==> src/rtl/uart_tx_pkg.sv <==
package uart_tx_pkg;

    localparam int CHAR_W = 8;

    typedef enum logic [2:0] {
        PAR_NONE  = 3'd0,
        PAR_ODD   = 3'd1,
        PAR_EVEN  = 3'd2,
        PAR_MARK  = 3'd3,
        PAR_SPACE = 3'd4
    } par_mode_e;

    // Packed MSB first: [6] div_access, [5:3] par, [2] two_stop, [1:0] len_sel
    typedef struct packed {
        logic      div_access;
        par_mode_e par;
        logic      two_stop;
        logic [1:0] len_sel;
    } line_ctl_t;

    localparam int LCW_W = $bits(line_ctl_t);

    typedef enum logic [2:0] {
        ST_IDLE,
        ST_START,
        ST_DATA,
        ST_PAR,
        ST_STOP
    } tx_state_e;

    function automatic logic [3:0] char_bits(logic [1:0] sel);
        return 4'd5 + {2'b00, sel};
    endfunction

    function automatic logic [CHAR_W-1:0] keep_low(logic [CHAR_W-1:0] d, logic [1:0] sel);
        logic [CHAR_W-1:0] m;
        m = 8'hFF >> (2'd3 - sel);
        return d & m;
    endfunction

    function automatic logic parity_on(par_mode_e m);
        return (m == PAR_ODD) || (m == PAR_EVEN) || (m == PAR_MARK) || (m == PAR_SPACE);
    endfunction

    function automatic logic parity_value(par_mode_e m, logic [CHAR_W-1:0] d);
        case (m)
            PAR_ODD:  return ~(^d);
            PAR_EVEN: return ^d;
            PAR_MARK: return 1'b1;
            default:  return 1'b0;
        endcase
    endfunction

endpackage

==> src/rtl/uart_tx_fifo.sv <==
module uart_tx_fifo
    import uart_tx_pkg::*;
#(
    parameter int DEPTH = 4,
    parameter int W     = CHAR_W
) (
    input  logic         clk,
    input  logic         rst,
    input  logic         flush,
    input  logic         deep_en,
    input  logic         push,
    input  logic [W-1:0] din,
    input  logic         pop,
    output logic [W-1:0] dout,
    output logic         empty,
    output logic         full,
    output logic         overrun
);

    localparam int AW = (DEPTH > 1) ? $clog2(DEPTH) : 1;
    localparam int CW = $clog2(DEPTH + 1);

    logic [W-1:0]  mem [DEPTH];
    logic [AW-1:0] wr_ptr, rd_ptr;
    logic [CW-1:0] count;
    logic [CW-1:0] limit;
    logic          accept;

    function automatic logic [AW-1:0] step(logic [AW-1:0] p);
        return (p == AW'(DEPTH - 1)) ? '0 : p + 1'b1;
    endfunction

    assign limit  = deep_en ? CW'(DEPTH) : CW'(1);
    assign full   = (count >= limit);
    assign empty  = (count == '0);
    assign accept = push && !flush && (!full || pop);
    assign dout   = mem[rd_ptr];

    always_ff @(posedge clk) begin
        if (accept) mem[wr_ptr] <= din;
    end

    always_ff @(posedge clk) begin
        if (rst || flush) begin
            wr_ptr  <= '0;
            rd_ptr  <= '0;
            count   <= '0;
            overrun <= 1'b0;
        end else begin
            if (accept) wr_ptr <= step(wr_ptr);
            if (pop)    rd_ptr <= step(rd_ptr);
            case ({accept, pop})
                2'b10:   count <= count + 1'b1;
                2'b01:   count <= count - 1'b1;
                default: ;
            endcase
            if (push && !accept) overrun <= 1'b1;
        end
    end

    a_r9_drop_keeps_count: assert property (@(posedge clk) disable iff (rst)
        (push && full && !pop && !flush) |=> (count == $past(count)));

    a_r9_overrun_sticky: assert property (@(posedge clk) disable iff (rst)
        (overrun && !flush) |=> overrun);

    a_r7_no_pop_when_empty: assert property (@(posedge clk) disable iff (rst)
        empty |-> !pop);

endmodule

==> src/rtl/uart_tx_shifter.sv <==
module uart_tx_shifter
    import uart_tx_pkg::*;
#(
    parameter int OVERSAMPLE = 16
) (
    input  logic              clk,
    input  logic              rst,
    input  logic              baud_tick,
    input  line_ctl_t         cfg_in,
    input  logic              fifo_empty,
    input  logic [CHAR_W-1:0] fifo_data,
    output logic              pop,
    output logic              txd
);

    localparam int TW = (OVERSAMPLE > 1) ? $clog2(OVERSAMPLE) : 1;
    localparam logic [TW-1:0] TICK_LAST = TW'(OVERSAMPLE - 1);

    tx_state_e         st;
    line_ctl_t         cfg_q;
    logic [TW-1:0]     tick_cnt;
    logic [2:0]        bit_idx;
    logic              stop_idx;
    logic [CHAR_W-1:0] shreg;
    logic              par_q;
    logic              bit_done;
    logic [CHAR_W-1:0] masked;

    assign pop      = (st == ST_IDLE) && !fifo_empty;
    assign bit_done = baud_tick && (tick_cnt == TICK_LAST);
    assign masked   = keep_low(fifo_data, cfg_in.len_sel);

    always_ff @(posedge clk) begin
        if (rst) begin
            st       <= ST_IDLE;
            cfg_q    <= '0;
            tick_cnt <= '0;
            bit_idx  <= '0;
            stop_idx <= 1'b0;
            shreg    <= '0;
            par_q    <= 1'b0;
        end else if (st == ST_IDLE) begin
            if (pop) begin
                cfg_q    <= cfg_in;
                shreg    <= masked;
                par_q    <= parity_value(cfg_in.par, masked);
                tick_cnt <= '0;
                st       <= ST_START;
            end
        end else if (baud_tick) begin
            tick_cnt <= bit_done ? '0 : tick_cnt + 1'b1;
            if (bit_done) begin
                case (st)
                    ST_START: begin
                        bit_idx <= '0;
                        st      <= ST_DATA;
                    end
                    ST_DATA: begin
                        shreg <= shreg >> 1;
                        if ({1'b0, bit_idx} == char_bits(cfg_q.len_sel) - 4'd1) begin
                            stop_idx <= 1'b0;
                            st       <= parity_on(cfg_q.par) ? ST_PAR : ST_STOP;
                        end else begin
                            bit_idx <= bit_idx + 1'b1;
                        end
                    end
                    ST_PAR: begin
                        stop_idx <= 1'b0;
                        st       <= ST_STOP;
                    end
                    ST_STOP: begin
                        if (cfg_q.two_stop && !stop_idx) stop_idx <= 1'b1;
                        else                             st       <= ST_IDLE;
                    end
                    default: st <= ST_IDLE;
                endcase
            end
        end
    end

    always_comb begin
        case (st)
            ST_START: txd = 1'b0;
            ST_DATA:  txd = shreg[0];
            ST_PAR:   txd = par_q;
            default:  txd = 1'b1;
        endcase
    end

    a_r2_start_follows_pop: assert property (@(posedge clk) disable iff (rst)
        pop |=> !txd);

    a_r2_line_moves_on_tick: assert property (@(posedge clk) disable iff (rst)
        (st != ST_IDLE && !baud_tick) |=> $stable(txd));

    a_r6_cfg_frozen_in_frame: assert property (@(posedge clk) disable iff (rst)
        (st != ST_IDLE) |=> $stable(cfg_q));

endmodule

==> src/rtl/uart_line_tx.sv <==
module uart_line_tx
    import uart_tx_pkg::*;
#(
    parameter int FIFO_DEPTH = 4,
    parameter int OVERSAMPLE = 16
) (
    input  logic              clk,
    input  logic              rst,
    input  logic              baud_tick,
    input  logic              lcw_we,
    input  logic [LCW_W-1:0]  lcw_din,
    input  logic              fctl_we,
    input  logic [1:0]        fctl_din,
    input  logic              thr_we,
    input  logic [CHAR_W-1:0] thr_din,
    output logic              txd,
    output logic              thr_empty,
    output logic              tx_overrun
);

    localparam int FCTL_DEEP  = 0;
    localparam int FCTL_FLUSH = 1;

    line_ctl_t         lcw_q;
    logic              deep_q;
    logic              push, flush, pop, empty, full;
    logic [CHAR_W-1:0] head;

    always_ff @(posedge clk) begin
        if (rst) begin
            lcw_q  <= '0;
            deep_q <= 1'b0;
        end else begin
            if (lcw_we)  lcw_q  <= line_ctl_t'(lcw_din);
            if (fctl_we) deep_q <= fctl_din[FCTL_DEEP];
        end
    end

    assign push      = thr_we && !lcw_q.div_access;
    assign flush     = fctl_we && fctl_din[FCTL_FLUSH];
    assign thr_empty = empty;

    uart_tx_fifo #(
        .DEPTH (FIFO_DEPTH),
        .W     (CHAR_W)
    ) u_fifo (
        .clk     (clk),
        .rst     (rst),
        .flush   (flush),
        .deep_en (deep_q),
        .push    (push),
        .din     (thr_din),
        .pop     (pop),
        .dout    (head),
        .empty   (empty),
        .full    (full),
        .overrun (tx_overrun)
    );

    uart_tx_shifter #(
        .OVERSAMPLE (OVERSAMPLE)
    ) u_shift (
        .clk        (clk),
        .rst        (rst),
        .baud_tick  (baud_tick),
        .cfg_in     (lcw_q),
        .fifo_empty (empty),
        .fifo_data  (head),
        .pop        (pop),
        .txd        (txd)
    );

    a_r10_flush_empties: assert property (@(posedge clk) disable iff (rst)
        (fctl_we && fctl_din[FCTL_FLUSH]) |=> (thr_empty && !tx_overrun));

    a_r11_div_write_ignored: assert property (@(posedge clk) disable iff (rst)
        (thr_we && lcw_q.div_access && thr_empty && !full) |=> thr_empty);

endmodule

==> config.mk <==
export PLATFORM = sky130hd
export DESIGN_NAME = uart_line_tx
export DESIGN_NICKNAME = d
export VERILOG_FILES = /design/src/rtl/uart_tx_pkg.sv /design/src/rtl/uart_tx_fifo.sv /design/src/rtl/uart_tx_shifter.sv /design/src/rtl/uart_line_tx.sv
export SDC_FILE = /design/constraint.sdc
export NUM_CORES = 1
export LEC_CHECK = 0
export CORE_UTILIZATION = 56
export CTS_CLUSTER_DIAMETER = 200
export CTS_CLUSTER_SIZE = 8
export DETAILED_ROUTE_END_ITERATION = 10
export DONT_BUFFER_PORTS = 1
export GPL_TIMING_DRIVEN = 0
export PLACE_DENSITY = 0.72
export SLEW_MARGIN = 30
export SYNTH_ARGS = -nofsm -noshare
export SYNTH_HDL_FRONTEND = slang
export SYNTH_SLANG_ARGS = --single-unit
export TNS_END_PERCENT = 1
==> constraint.sdc <==
create_clock -name clk -period 2.64 [get_ports clk]
set_input_delay 0.66 -clock clk [delete_from_list [all_inputs] [get_ports clk]]
set_output_delay 0.66 -clock clk [all_outputs]
set_load 0.02 [all_outputs]
==> results.py <==
metrics = {
    "cts": {
        "worst_skew_late_latency_ps": 340,
        "tritoncts": "yes",
        "clkSinkCount": 76,
        "clkSlewWorstSetupHoldPaths_ps": 90,
        "clock-root-buffer": "sky130_fd_sc_hd__clkbuf_8",
        "clock_h_tree_levels": 3,
        "max_root_sink_buffers": 2,
        "cts_bufs_inserted": 9,
    },
    "power": {
        "power_density_nw_per_um2": 1007,
        "p_total_mw": 3.850,
        "power.static_leakage_nw": 1.345,
        "power.ir.vdd_worst_mv": 0.6587,
    },
    "grt": {
        "grtUsageTotal_pct": 20.94,
        "first_global_vias": 2140,
        "pin_count_of_the_biggest_net_entering_global_routing": 16,
        "antenna_found_initial": 0,
        "total_gr_overflow": 0,
        "grt_first_pass_wirelength_mm": 9.887,
    },
    "sta": {
        "timing_max_transition_violations_final": 0,
        "worstMarginPinSlew_ps": 663.3,
        "setup_tns_ps": 0,
        "worst_clock_skew_ps": 12.88,
        "grt_setup_unrepaired": "yes",
        "max-slew-margin-rel_pct": 55.70,
        "final.min_clock_period_ps": 2529,
        "final.hold.worst_slack_ps": 406.6,
        "final-setup-viol-count": 0,
        "max_clk_rate_mhz": 395.4,
        "period_share_pct": 95.80,
        "finalHoldViolCount": 0,
    },
    "logic_synthesis": {
        "yosys_warnings": 0,
        "yosys_register_bits": 76,
        "syn_nets": 339,
        "synthDistinctLibCells": 50,
        "cell_types_with_the_largest_area_share_after_synthesis": "sky130_fd_sc_hd__edfxtp_1 28%, sky130_fd_sc_hd__dfxtp_1 26%, sky130_fd_sc_hd__mux4_1 4.6%",
        "synth_async_sr_flop_share_pct": 0,
        "netlist_top_cells_count": "44 x sky130_fd_sc_hd__dfxtp_1, 36 x sky130_fd_sc_hd__nand2_1, 32 x sky130_fd_sc_hd__edfxtp_1",
        "post_synth_instance_area_um2": 3412,
        "share_of_the_synthesized_area_in_the_top_cell_type_pct": 28.16,
        "synth_most_common_cell": "sky130_fd_sc_hd__dfxtp_1",
        "synth_sequential_area_ratio_pct": 53.98,
        "synth_ff_type": "sky130_fd_sc_hd__dfxtp_1",
        "syn_avg_cell_area_um2": 11.19,
        "yosysTopAreaCell": "sky130_fd_sc_hd__edfxtp_1",
        "netlist_instances": 305,
        "synth_edf_count": 32,
    },
    "critical_path": {
        "worst-setup-path-type": "reg -> reg",
        "worst_setup_sp_type": "flop",
        "crit_path_max_incr_delay_ps": 360,
        "cp_data_required_time_ps": 2920,
        "worst_path_max_delay_cell": "sky130_fd_sc_hd__or3_4",
        "crit_arrival_ps": 2810,
        "path_cells": "buf_4 -> or3_4 -> nand2_2 -> inv_2 -> o21ai_4 -> nor3b_4 -> inv_2 -> ha_4 -> inv_2 -> fa_2 -> xor2_1 -> or3_1 -> a21oi_1",
        "cp_max_fo": 10,
        "critical_path.most_common_cell": "sky130_fd_sc_hd__inv_2",
        "timing.critical_path.to_type": "flop",
    },
    "drt": {
        "detail_route.wirelength.met1_mm": 2.774,
        "detailroute.wirelength.met3_um": 247,
        "route.vias.total": 2220,
        "wl_mm": 5.977,
        "detail_route.vias_per_cell": 5.536,
        "drc_errors": 0,
        "drtIter0Drc": 139,
        "topRoutingLayerUsed": "met4",
        "drt_first_pass_iters": 4,
        "final_antenna_net_count": 0,
        "met2_length_mm": 2.872,
        "drt-wirelength-per-cell_um": 14.91,
    },
    "floorplanning": {
        "initial_utilization_pct": 57.97,
        "placement_rows": 28,
        "die_height_um": 80.06,
        "floorplan.core_area_um2": 5886,
        "dieArea_um2": 6409,
        "io_pins": 26,
        "die_w_um": 80.06,
    },
    "finish": {
        "drive_gt1_share_pct": 15.95,
        "antennaDiodeCount": 0,
        "syn2layout_area_growth_pct": 11.99,
        "final_net_count": 355,
    },
    "place": {
        "io_buffers": 0,
        "dp_hpwl_mm": 4.256,
        "finalWeightedCongestion": 0.8338,
    },
    "flow_run": {
        "max_cap_viol_count": 0,
    },
    "worst_hold_path": {
        "timing.hold.worst.class": "in -> reg",
    },
    "outcome": {
        "outcome": "finished clean",
    },
}
## sequential cells by signal (all words and copies together) (netlist names), named ones only
| register | flops |
|---|---|
| u_shift.cfg_q | 6 |
| deep_q | 1 |
| u_fifo.mem | 32 |
| u_fifo.count | 3 |
| u_fifo.wr_ptr | 2 |
| u_shift.st | 3 |
| u_shift.tick_cnt | 4 |
| lcw_q | 7 |
| u_fifo.rd_ptr | 2 |
| u_shift.bit_idx | 3 |
| u_shift.stop_idx | 1 |
| u_shift.shreg | 8 |
| u_fifo.overrun | 1 |
| u_shift.par_q | 1 |
## worst paths after layout
path	startpoint	endpoint	slack, ps	cells after the start
setup / recovery	u_fifo.count[0]	u_fifo.count[2]	110	13
hold reg to reg	u_shift.cfg_q[2]	u_shift.cfg_q[2]	460	2
hold / removal	thr_din[3]	u_fifo.mem[2][3]	410	0
setup reg to reg	u_fifo.count[0]	u_fifo.count[2]	110	13
## placed cells by master, fill, tap and decap left out, drive strengths merged, types with 2 or more instances in the layout
| cell type | count |
|---|---|
| a21oi | 25 |
| nand3 | 5 |
| edfxtp | 32 |
| and2 | 4 |
| dfxtp | 44 |
| clkbuf | 21 |
| nand2b | 4 |
| mux2i | 11 |
| or3 | 6 |
| ha | 10 |
| o21ai | 7 |
| a311oi | 7 |
| o21bai | 2 |
| xnor2 | 6 |
| buf | 8 |
| nor3 | 6 |
| inv | 15 |
| nor2 | 29 |
| nor2b | 4 |
| or2 | 3 |
| xor2 | 5 |
| nand2 | 37 |
| clkinvlp | 2 |
| nand4 | 4 |
| mux4 | 8 |
## area by class of cell
class,instances,area (um2)
clock inverter,7,82.58
tap,75,93.84
timing repair buffer,5,37.54
sequential,76,1844
fill,451,2064
clock buffer,9,123.9
inverter,12,47.55
multi-input combinational,202,1518
buffer,15,73.82
## kinds of logic (layout without fill, tap and decap cells)
logic type      count (synthesis)  in the layout  synth area share, %
simple gates                  109            109                15.62
fa+ha+maj                      11             11                4.254
xor+xnor                       12             12                3.484
buf+inv                        27             48                3.483
flops                          76             76                53.98
mux                            20             20                9.607
compound gates                 50             50                9.571
## what timing repair did
item                                    CTS  global route
hold buffers                              0             0
resized for setup                        10             8
pin swaps                                 5             9
endpoints found under the setup margin    2             2
setup buffers                             3             2
## report_power, final
group | switching [mW] | internal [mW] | leakage [nW]
logic | 0.781 | 0.648 | 0.597
registers | 0.106 | 1.40 | 0.649
clock network | 0.465 | 0.451 | 0.0984
## critical path, delay by kind of cell (launching register included)
family          cells  cell delay [ps]
flops               1              340
buf+inv             4              360
compound gates      2              330
fa+ha+maj           2              460
xor+xnor            1              150
simple gates        4              830
## per-stage QoR
stage               cell area, um2  worst slack [ps]  utilization [%]  cells
detailed placement            3510            -290.9            59.63    380
floorplan                     3416             8.595                -    305
CTS                           3760             44.12            63.88    399
global route                  3821            -9.075            64.92    401
global placement              3510            -216.8            59.63    380
finish                        3821             110.9            64.92    401
## per-layer routing
layer | GRT usage (%) | up-vias
met1 | 26.36 | 1043
met3 | 4.773 | 5
met5 | 0 | -
met4 | 9.643 | 0
met2 | 34.27 | 40
li1 | - | 1132
Note: power is estimated with default switching activity, not from simulation.
